$ cat src/rtl/adc_lg_pkg.sv
package adc_lg_pkg;

    localparam int unsigned BUS_W    = 32;
    localparam int unsigned ADDR_W   = 8;
    localparam int unsigned SAMPLE_W = 16;

    localparam logic [BUS_W-1:0] UNLOCK_KEY = 32'h0000_00AA;

    localparam logic [ADDR_W-1:0] OFF_RESULT = 8'h08;
    localparam logic [ADDR_W-1:0] OFF_DIVSEL = 8'h10;
    localparam logic [ADDR_W-1:0] OFF_SWITCH = 8'h18;
    localparam logic [ADDR_W-1:0] OFF_LOCK   = 8'h20;

    // Rates in events per second used to derive cycle counts.
    localparam int unsigned CONV_RATE_FAST   = 3750;
    localparam int unsigned CONV_RATE_SLOW   = 925;
    localparam int unsigned SETTLE_RATE_FAST = 2000; // 500 us
    localparam int unsigned SETTLE_RATE_SLOW = 500;  // 2 ms

    typedef enum logic [2:0] {
        REG_NONE,
        REG_RESULT,
        REG_DIVSEL,
        REG_SWITCH,
        REG_LOCK
    } reg_sel_e;

    typedef struct packed {
        logic             valid;
        logic             write;
        reg_sel_e         target;
        logic [BUS_W-1:0] wdata;
    } bus_op_t;

    typedef struct packed {
        logic                ready;
        logic [SAMPLE_W-1:0] value;
    } result_t;

    function automatic int unsigned cycles_for(input int unsigned hz, input int unsigned rate);
        int unsigned c;
        c = (hz + rate - 1) / rate;
        return (c == 0) ? 1 : c;
    endfunction

    function automatic reg_sel_e decode_offset(input logic [ADDR_W-1:0] addr);
        case (addr)
            OFF_RESULT: return REG_RESULT;
            OFF_DIVSEL: return REG_DIVSEL;
            OFF_SWITCH: return REG_SWITCH;
            OFF_LOCK:   return REG_LOCK;
            default:    return REG_NONE;
        endcase
    endfunction

endpackage

$ cat src/rtl/adc_lg_countdown.sv
module adc_lg_countdown #(
    parameter int unsigned CNT_W = 8
) (
    input  logic             clk,
    input  logic             rst,
    input  logic             load,
    input  logic [CNT_W-1:0] load_val,
    output logic             idle
);
    logic [CNT_W-1:0] cnt_q;

    always_ff @(posedge clk) begin
        if (rst) begin
            cnt_q <= '0;
        end else if (load) begin
            cnt_q <= load_val;
        end else if (cnt_q != '0) begin
            cnt_q <= cnt_q - 1'b1;
        end
    end

    assign idle = (cnt_q == '0);
endmodule

$ cat src/rtl/adc_lg_keygate.sv
module adc_lg_keygate
    import adc_lg_pkg::*;
(
    input  logic    clk,
    input  logic    rst,
    input  bus_op_t op,
    output logic    sw_we,
    output logic    armed,
    output logic    err
);
    logic armed_q, err_q;
    logic key_write, sw_attempt, lock_read;

    assign key_write  = op.valid && op.write && (op.target == REG_LOCK) && (op.wdata == UNLOCK_KEY);
    assign sw_attempt = op.valid && op.write && (op.target == REG_SWITCH);
    assign lock_read  = op.valid && !op.write && (op.target == REG_LOCK);
    assign sw_we      = sw_attempt && armed_q;

    always_ff @(posedge clk) begin
        if (rst) begin
            armed_q <= 1'b0;
            err_q   <= 1'b0;
        end else begin
            if (op.valid) armed_q <= key_write;
            if (sw_attempt && !armed_q) err_q <= 1'b1;
            else if (lock_read)         err_q <= 1'b0;
        end
    end

    assign armed = armed_q;
    assign err   = err_q;

    assert_err_sticky_R5: assert property (@(posedge clk) disable iff (rst)
        (err_q && !lock_read) |=> err_q);

    assert_any_access_disarms_R6: assert property (@(posedge clk) disable iff (rst)
        (op.valid && !(op.write && op.target == REG_LOCK && op.wdata == UNLOCK_KEY)) |=> !armed_q);
endmodule

$ cat src/rtl/adc_lg_convseq.sv
module adc_lg_convseq
    import adc_lg_pkg::*;
(
    input  logic                clk,
    input  logic                rst,
    input  logic                start_rd,
    input  logic                discard,
    input  logic                gap_idle,
    input  logic                settle_idle,
    input  logic                conv_ack,
    input  logic [SAMPLE_W-1:0] conv_data,
    output logic                conv_req,
    output logic                start_fire,
    output result_t             result
);
    logic    pend_q, req_q, stale_q;
    result_t res_q;
    logic    done, keep, drop_evt;

    assign start_fire = pend_q && !req_q && gap_idle && settle_idle;
    assign done       = req_q && conv_ack;
    assign drop_evt   = start_rd || discard;
    assign keep       = done && !stale_q && !drop_evt;

    always_ff @(posedge clk) begin
        if (rst) begin
            pend_q  <= 1'b0;
            req_q   <= 1'b0;
            stale_q <= 1'b0;
            res_q   <= '0;
        end else begin
            if (start_rd)        pend_q <= 1'b1;
            else if (start_fire) pend_q <= 1'b0;

            if (start_fire)  req_q <= 1'b1;
            else if (done)   req_q <= 1'b0;

            if (drop_evt && ((req_q && !conv_ack) || start_fire)) stale_q <= 1'b1;
            else if (done)                                         stale_q <= 1'b0;

            if (start_rd) begin
                res_q.ready <= 1'b0;
            end else if (keep) begin
                res_q.ready <= 1'b1;
                res_q.value <= conv_data;
            end
        end
    end

    assign conv_req = req_q;
    assign result   = res_q;

    assert_req_held_R11: assert property (@(posedge clk) disable iff (rst)
        (req_q && !conv_ack) |=> req_q);

    assert_ready_cleared_R2: assert property (@(posedge clk) disable iff (rst)
        start_rd |=> !res_q.ready);

    assert_ready_from_handshake_R3: assert property (@(posedge clk) disable iff (rst)
        $rose(res_q.ready) |-> $past(req_q && conv_ack));
endmodule

$ cat src/rtl/adc_lockgate_ctrl.sv
module adc_lockgate_ctrl
    import adc_lg_pkg::*;
#(
    parameter int unsigned CLK_HZ = 14745600,
    parameter int unsigned SW_W   = 12
) (
    input  logic                clk,
    input  logic                rst,
    input  logic                bus_sel,
    input  logic                bus_wr,
    input  logic [ADDR_W-1:0]   bus_addr,
    input  logic [BUS_W-1:0]    bus_wdata,
    output logic [BUS_W-1:0]    bus_rdata,
    output logic [SW_W-1:0]     sw_code,
    output logic                conv_req,
    input  logic                conv_ack,
    input  logic [SAMPLE_W-1:0] conv_data
);
    localparam int unsigned CONV_FAST   = cycles_for(CLK_HZ, CONV_RATE_FAST);
    localparam int unsigned CONV_SLOW   = cycles_for(CLK_HZ, CONV_RATE_SLOW);
    localparam int unsigned SETTLE_FAST = cycles_for(CLK_HZ, SETTLE_RATE_FAST);
    localparam int unsigned SETTLE_SLOW = cycles_for(CLK_HZ, SETTLE_RATE_SLOW);
    localparam int unsigned MAX_CYC     = (SETTLE_SLOW > CONV_SLOW) ? SETTLE_SLOW : CONV_SLOW;
    localparam int unsigned CNT_W       = $clog2(MAX_CYC + 1);
    localparam int unsigned N_TIMERS    = 2;
    localparam int unsigned T_GAP       = 0;
    localparam int unsigned T_SETTLE    = 1;

    bus_op_t         op;
    logic            sw_we, key_armed, key_err;
    logic            rd_result;
    logic [SW_W-1:0] switch_q;
    logic            div_fast_q;
    logic            start_fire;
    result_t         result;

    logic [N_TIMERS-1:0] t_load, t_idle;
    logic [CNT_W-1:0]    t_val [N_TIMERS];

    assign op.valid  = bus_sel;
    assign op.write  = bus_wr;
    assign op.target = decode_offset(bus_addr);
    assign op.wdata  = bus_wdata;

    assign rd_result = op.valid && !op.write && (op.target == REG_RESULT);

    adc_lg_keygate u_keygate (
        .clk   (clk),
        .rst   (rst),
        .op    (op),
        .sw_we (sw_we),
        .armed (key_armed),
        .err   (key_err)
    );

    always_ff @(posedge clk) begin
        if (rst) begin
            switch_q   <= '0;
            div_fast_q <= 1'b0;
        end else begin
            if (sw_we) switch_q <= op.wdata[SW_W-1:0];
            if (op.valid && op.write && op.target == REG_DIVSEL) div_fast_q <= op.wdata[0];
        end
    end

    assign t_load[T_GAP]    = start_fire;
    assign t_val[T_GAP]     = div_fast_q ? CNT_W'(CONV_FAST - 1) : CNT_W'(CONV_SLOW - 1);
    assign t_load[T_SETTLE] = sw_we;
    assign t_val[T_SETTLE]  = div_fast_q ? CNT_W'(SETTLE_FAST - 1) : CNT_W'(SETTLE_SLOW - 1);

    for (genvar g = 0; g < N_TIMERS; g++) begin : g_timer
        adc_lg_countdown #(.CNT_W(CNT_W)) u_cd (
            .clk      (clk),
            .rst      (rst),
            .load     (t_load[g]),
            .load_val (t_val[g]),
            .idle     (t_idle[g])
        );
    end

    adc_lg_convseq u_seq (
        .clk         (clk),
        .rst         (rst),
        .start_rd    (rd_result),
        .discard     (sw_we),
        .gap_idle    (t_idle[T_GAP]),
        .settle_idle (t_idle[T_SETTLE]),
        .conv_ack    (conv_ack),
        .conv_data   (conv_data),
        .conv_req    (conv_req),
        .start_fire  (start_fire),
        .result      (result)
    );

    always_comb begin
        bus_rdata = '0;
        if (op.valid && !op.write) begin
            case (op.target)
                REG_RESULT: bus_rdata = {result.ready, {(BUS_W-1-SAMPLE_W){1'b0}}, result.value};
                REG_DIVSEL: bus_rdata = {{(BUS_W-1){1'b0}}, div_fast_q};
                REG_SWITCH: bus_rdata = {{(BUS_W-SW_W){1'b0}}, switch_q};
                REG_LOCK:   bus_rdata = {{(BUS_W-1){1'b0}}, key_err};
                default:    bus_rdata = '0;
            endcase
        end
    end

    assign sw_code = switch_q;

    assert_switch_guarded_R4: assert property (@(posedge clk) disable iff (rst)
        !$stable(switch_q) |-> $past(key_armed));

    assert_start_after_gap_R7: assert property (@(posedge clk) disable iff (rst)
        $rose(conv_req) |-> $past(t_idle[T_GAP]));

    assert_start_after_settle_R8: assert property (@(posedge clk) disable iff (rst)
        $rose(conv_req) |-> $past(t_idle[T_SETTLE]));
endmodule

$ cat config.mk
export PLATFORM = sky130hd
export DESIGN_NAME = adc_lockgate_ctrl
export DESIGN_NICKNAME = d
export VERILOG_FILES = /design/src/rtl/adc_lg_pkg.sv /design/src/rtl/adc_lg_countdown.sv /design/src/rtl/adc_lg_keygate.sv /design/src/rtl/adc_lg_convseq.sv /design/src/rtl/adc_lockgate_ctrl.sv
export SDC_FILE = /design/constraint.sdc
export NUM_CORES = 1
export LEC_CHECK = 0
export BUFFER_PORTS_ARGS = -buffer_cell sky130_fd_sc_hd__buf_2
export CAP_MARGIN = 20
export CORE_ASPECT_RATIO = 2
export CORE_MARGIN = 2
export CORE_UTILIZATION = 58
export CTS_BUF_LIST = sky130_fd_sc_hd__clkbuf_16
export DETAILED_ROUTE_END_ITERATION = 12
export GPL_ROUTABILITY_DRIVEN = 0
export PLACE_DENSITY = 0.87
export SLEW_MARGIN = 10
export SYNTH_ARGS = -nofsm -noshare
export SYNTH_HDL_FRONTEND = slang
export SYNTH_HIERARCHICAL = 1
export SYNTH_SLANG_ARGS = --single-unit
$ cat constraint.sdc
create_clock -name clk -period 6.85 [get_ports clk]
set_input_delay 1.0275 -clock clk [delete_from_list [all_inputs] [get_ports clk]]
set_output_delay 1.0275 -clock clk [all_outputs]
set_load 0.02 [all_outputs]
==> metrics <==
detailed placement HPWL=6.43 mm; pin count of the biggest net entering global routing=70; leading register cell type out of synthesis=sky130_fd_sc_hd__dfxtp_1; proportion of synthesized flip-flops having asynchronous set or reset=0; Final Max Tran Viols=0; ANT nets after route=0; Setup Skew=0.00676 ns; Yosys warning total=6; synthesized area=4050 µm²; chip width=63.1 µm; Sink Count=65; power density cells=307 nW/µm²; final setup violation count=0; average size of a mapped cell=9.08 µm²; cell with the largest stage delay on the worst path=sky130_fd_sc_hd__nor4_4; Worst path most repeated cell=sky130_fd_sc_hd__nand2_1; register area share after synthesis=0.321; Data required, critical path=7.12 ns; Worst EP arrival=4.25 ns; clock buffer count from CTS=9; family with the most delay on the worst path=simple AND/OR/NAND/NOR gates; number of H-tree branching levels=3; average wire per standard cell=14.8 µm; cell-by-cell listing of the critical path=buf_2 > nor4_4 > nand2b_2 > nor3b_2 > nand2_1 > nor4b_2 > inv_1 > nor2_1 > nand2_1 > o21ai_2; number of maximum-capacitance violations=0; number of antenna violations at the first check in global routing=0; Post-CTS Resized=0; starting DRC count in detailed routing=235; setup repair after global routing missed its margin=no; critical path capture point type=flop; first-pass GRT wire length=15.1 mm; type of the tightest min-delay check=reg2reg; num ports=106; pin slew with the least headroom to its limit=1.12 ns; ratio of cells with drive above 1 in the final layout=0.303; overflow left after global routing=0; delay of the slowest cell on the worst path=0.68 ns; final period utilization=0.581; Initial DRT Pass Iterations=4; total leakage power=1.80 nW; die height=122 µm; status=completed; number of buffers added on ports=90; final critical-path required period=3.98 ns; Worst slew margin=0.248; root buffer selected by CTS=sky130_fd_sc_hd__clkbuf_16; EDFF count, synth=0; WP buf/inv=2; number of flip-flops and latches in the synthesized netlist=65; hold violation count in the final report=0; clock transition at the registers of the reported paths=0.06 ns; highest clock frequency the design can meet=0.251 GHz; maximum vdd ir drop=0.000174 V; number of rows in the core area=43; worst slack on hold paths=0.461 ns; type of element launching the critical path=primary input; final net count=596; via/cell ratio=5.72; floorplan die area=7710 µm²; Area Overhead vs Synth=17.2%; clock latency at the later pin of the worst-skew pair=0.34 ns; antenna diode count=0; crit path max fanout=15; number of buffers inserted to repair setup after CTS=0; Worst Setup Path Type=in2reg; largest buffer count on any clock path=2; TritonCTS clock tree=built; number of global-route vias before repair=3299; placeable core region=6830 µm²; Starting Density=0.593; Setup TNS Final=0 ns; unique cell type count in the Yosys netlist=56; Hold-fix buffers, CTS=0; total vias in the final route=3591; post-synthesis cell count=446; fill cell instance count of the final layout=552; slack of the worst reg-to-reg path=3.77 ns; post-detailed-route DRC marker count=0; drt total wl=9.26 mm; GRT Util Overall=0.246
-- logic make-up (layout without fill, tap and decap cells) --
family	Yosys count	after routing	synth area share
simple gates	212	212	0.334
flops	65	65	0.321
compound gates	59	59	0.124
buf+inv	52	121	0.0868
mux	30	30	0.0741
xor+xnor	24	24	0.0519
fa+ha+maj	2	2	0.00618
other cells	2	25	0.00185
-- worst reg2reg max path: cells and delay by family (launching register included) --
kind | cells | cell delay (ns)
fa+ha+maj | 1 | 0.21
flops | 1 | 0.34
compound gates | 1 | 0.08
buf+inv | 2 | 0.22
simple gates | 5 | 2.15
-- flip-flops by register name, summed over array words and instances, names as in the netlist --
register / count
u_keygate/armed: 1
u_keygate/err: 1
u_seq/pend_q: 1
div_fast_q: 1
u_seq/stale_q: 1
g_timer.u_cd/cnt_q: 30
u_seq/result: 17
sw_code: 12
u_seq/conv_req: 1
-- synthesized netlist by cell type, types with 2 or more instances --
cell type,instances,share of area
sky130_fd_sc_hd__conb_1,2,0.0019
sky130_fd_sc_hd__and4bb_1,2,0.0062
sky130_fd_sc_hd__nand4_1,5,0.0077
sky130_fd_sc_hd__buf_2,4,0.0049
sky130_fd_sc_hd__or4_1,7,0.013
sky130_fd_sc_hd__or4b_1,2,0.0049
sky130_fd_sc_hd__nor3b_1,4,0.0074
sky130_fd_sc_hd__nor3_1,17,0.021
sky130_fd_sc_hd__nor4_4,3,0.016
sky130_fd_sc_hd__nor3b_2,2,0.0062
sky130_fd_sc_hd__nand4b_1,13,0.028
sky130_fd_sc_hd__o21ai_0,3,0.0037
sky130_fd_sc_hd__a211oi_2,10,0.031
sky130_fd_sc_hd__ha_1,2,0.0062
sky130_fd_sc_hd__a31o_2,2,0.0043
sky130_fd_sc_hd__or3_4,2,0.0056
sky130_fd_sc_hd__mux2i_1,30,0.074
sky130_fd_sc_hd__nor4bb_1,2,0.0049
sky130_fd_sc_hd__o21ai_1,4,0.0049
sky130_fd_sc_hd__clkbuf_1,10,0.0093
sky130_fd_sc_hd__inv_1,12,0.011
sky130_fd_sc_hd__nor4_1,11,0.017
sky130_fd_sc_hd__buf_4,17,0.032
sky130_fd_sc_hd__nor4_2,5,0.015
sky130_fd_sc_hd__o311ai_0,2,0.0043
sky130_fd_sc_hd__and4b_1,3,0.0074
sky130_fd_sc_hd__dfxtp_1,65,0.32
sky130_fd_sc_hd__nor4b_1,4,0.0086
sky130_fd_sc_hd__buf_12,3,0.015
sky130_fd_sc_hd__o21ai_2,20,0.043
sky130_fd_sc_hd__xor2_1,6,0.013
sky130_fd_sc_hd__and3b_1,2,0.0043
sky130_fd_sc_hd__a21oi_1,9,0.011
sky130_fd_sc_hd__buf_6,5,0.014
sky130_fd_sc_hd__nand2b_1,32,0.049
sky130_fd_sc_hd__nor2_1,25,0.023
sky130_fd_sc_hd__nor4b_2,2,0.0074
sky130_fd_sc_hd__and2_1,5,0.0077
sky130_fd_sc_hd__nand3_1,14,0.017
sky130_fd_sc_hd__a41oi_1,2,0.0043
sky130_fd_sc_hd__or4_4,2,0.0056
sky130_fd_sc_hd__or2_2,2,0.0031
sky130_fd_sc_hd__xnor2_1,18,0.039
sky130_fd_sc_hd__nand2_1,40,0.037
sky130_fd_sc_hd__nor2b_1,3,0.0046
-- through the flow --
step / setup WS, ns / cell area, µm² / util / total power [mW] / cells
3_3_place_gp: 2.39 / 4420 / 0.648 / 0.951 / 611
3_5_place_dp: 2.22 / 4420 / 0.648 / 0.963 / 611
2_1_floorplan: 3.07 / 4140 / - / 0.907 / 469
5_1_grt: 2.47 / 4750 / 0.695 / 1.54 / 628
4_1_cts: 2.54 / 4740 / 0.694 / 1.46 / 627
6_report: 2.87 / 4750 / 0.695 / 1.46 / 628
-- where the power goes --
| part | total, mW | switching, mW | internal [mW] | leakage (nW) |
|---|---|---|---|---|
| Sequential | 0.484 | 0.0578 | 0.426 | 0.528 |
| Clock | 0.491 | 0.172 | 0.318 | 0.153 |
| Combinational | 0.482 | 0.262 | 0.220 | 1.12 |
-- path summary, 6_finish.rpt --
| check | start | endpoint | depth (start not counted) |
|---|---|---|---|
| min reg2reg | u_seq/result[16]$_SDFFE_PP0P_ | u_seq/result[16]$_SDFFE_PP0P_ | 1 |
| max reg2reg | g_timer[1].u_cd/cnt_q[0]$_SDFFE_PP0P_ | g_timer[0].u_cd/cnt_q[4]$_SDFFE_PP0P_ | 9 |
| min | u_seq/result[16]$_SDFFE_PP0P_ | u_seq/result[16]$_SDFFE_PP0P_ | 1 |
| max | bus_addr[1] | g_timer[1].u_cd/cnt_q[4]$_SDFFE_PP0P_ | 10 |
-- cell type report --
cell class,count,area [µm²],area share
Inverter,12,45.0,0.00949
Sequential cell,65,1300,0.274
Timing Repair Buffer,93,470,0.0991
Clock inverter,7,93.8,0.0198
Multi-Input combinational cell,352,2500,0.526
Clock buffer,9,225,0.0474
Tap cell,90,113,0.0237
-- cells in the final DEF (no fill, tap or decap), types with 3 or more instances in the layout --
cell type	netlist	layout
sky130_fd_sc_hd__buf_2	4	90
sky130_fd_sc_hd__nor4b_2	2	3
sky130_fd_sc_hd__o21ai_0	3	3
sky130_fd_sc_hd__nor4b_1	4	3
sky130_fd_sc_hd__nor2_1	25	25
sky130_fd_sc_hd__o21ai_1	4	4
sky130_fd_sc_hd__nand3_1	14	14
sky130_fd_sc_hd__inv_1	12	12
sky130_fd_sc_hd__nor4_2	5	4
sky130_fd_sc_hd__xor2_1	6	6
sky130_fd_sc_hd__nand4b_1	13	13
sky130_fd_sc_hd__nand4_1	5	5
sky130_fd_sc_hd__clkbuf_16	0	9
sky130_fd_sc_hd__o21ai_2	20	20
sky130_fd_sc_hd__and2_1	5	5
sky130_fd_sc_hd__nor3b_1	4	4
sky130_fd_sc_hd__mux2i_1	30	30
sky130_fd_sc_hd__xnor2_1	18	18
sky130_fd_sc_hd__nor4_1	11	11
sky130_fd_sc_hd__nor2b_1	3	3
sky130_fd_sc_hd__a21oi_1	9	9
sky130_fd_sc_hd__conb_1	2	25
sky130_fd_sc_hd__nor4_4	3	4
sky130_fd_sc_hd__nand2b_1	32	32
sky130_fd_sc_hd__dfxtp_1	65	65
sky130_fd_sc_hd__nand2_1	40	40
sky130_fd_sc_hd__and4b_1	3	3
sky130_fd_sc_hd__a211oi_2	10	10
sky130_fd_sc_hd__nor3_1	17	17
sky130_fd_sc_hd__or4_1	7	7
-- per-layer routing --
layer | vias up | global-route usage | wire length, µm
met4 | 0 | 0.125 | 274
li1 | 1744 | - | -
met2 | 140 | 0.396 | 4630
met1 | 1683 | 0.300 | 3800
met3 | 24 | 0.0619 | 556
met5 | - | 0 | 0
Note: power is estimated with default switching activity, not from simulation.
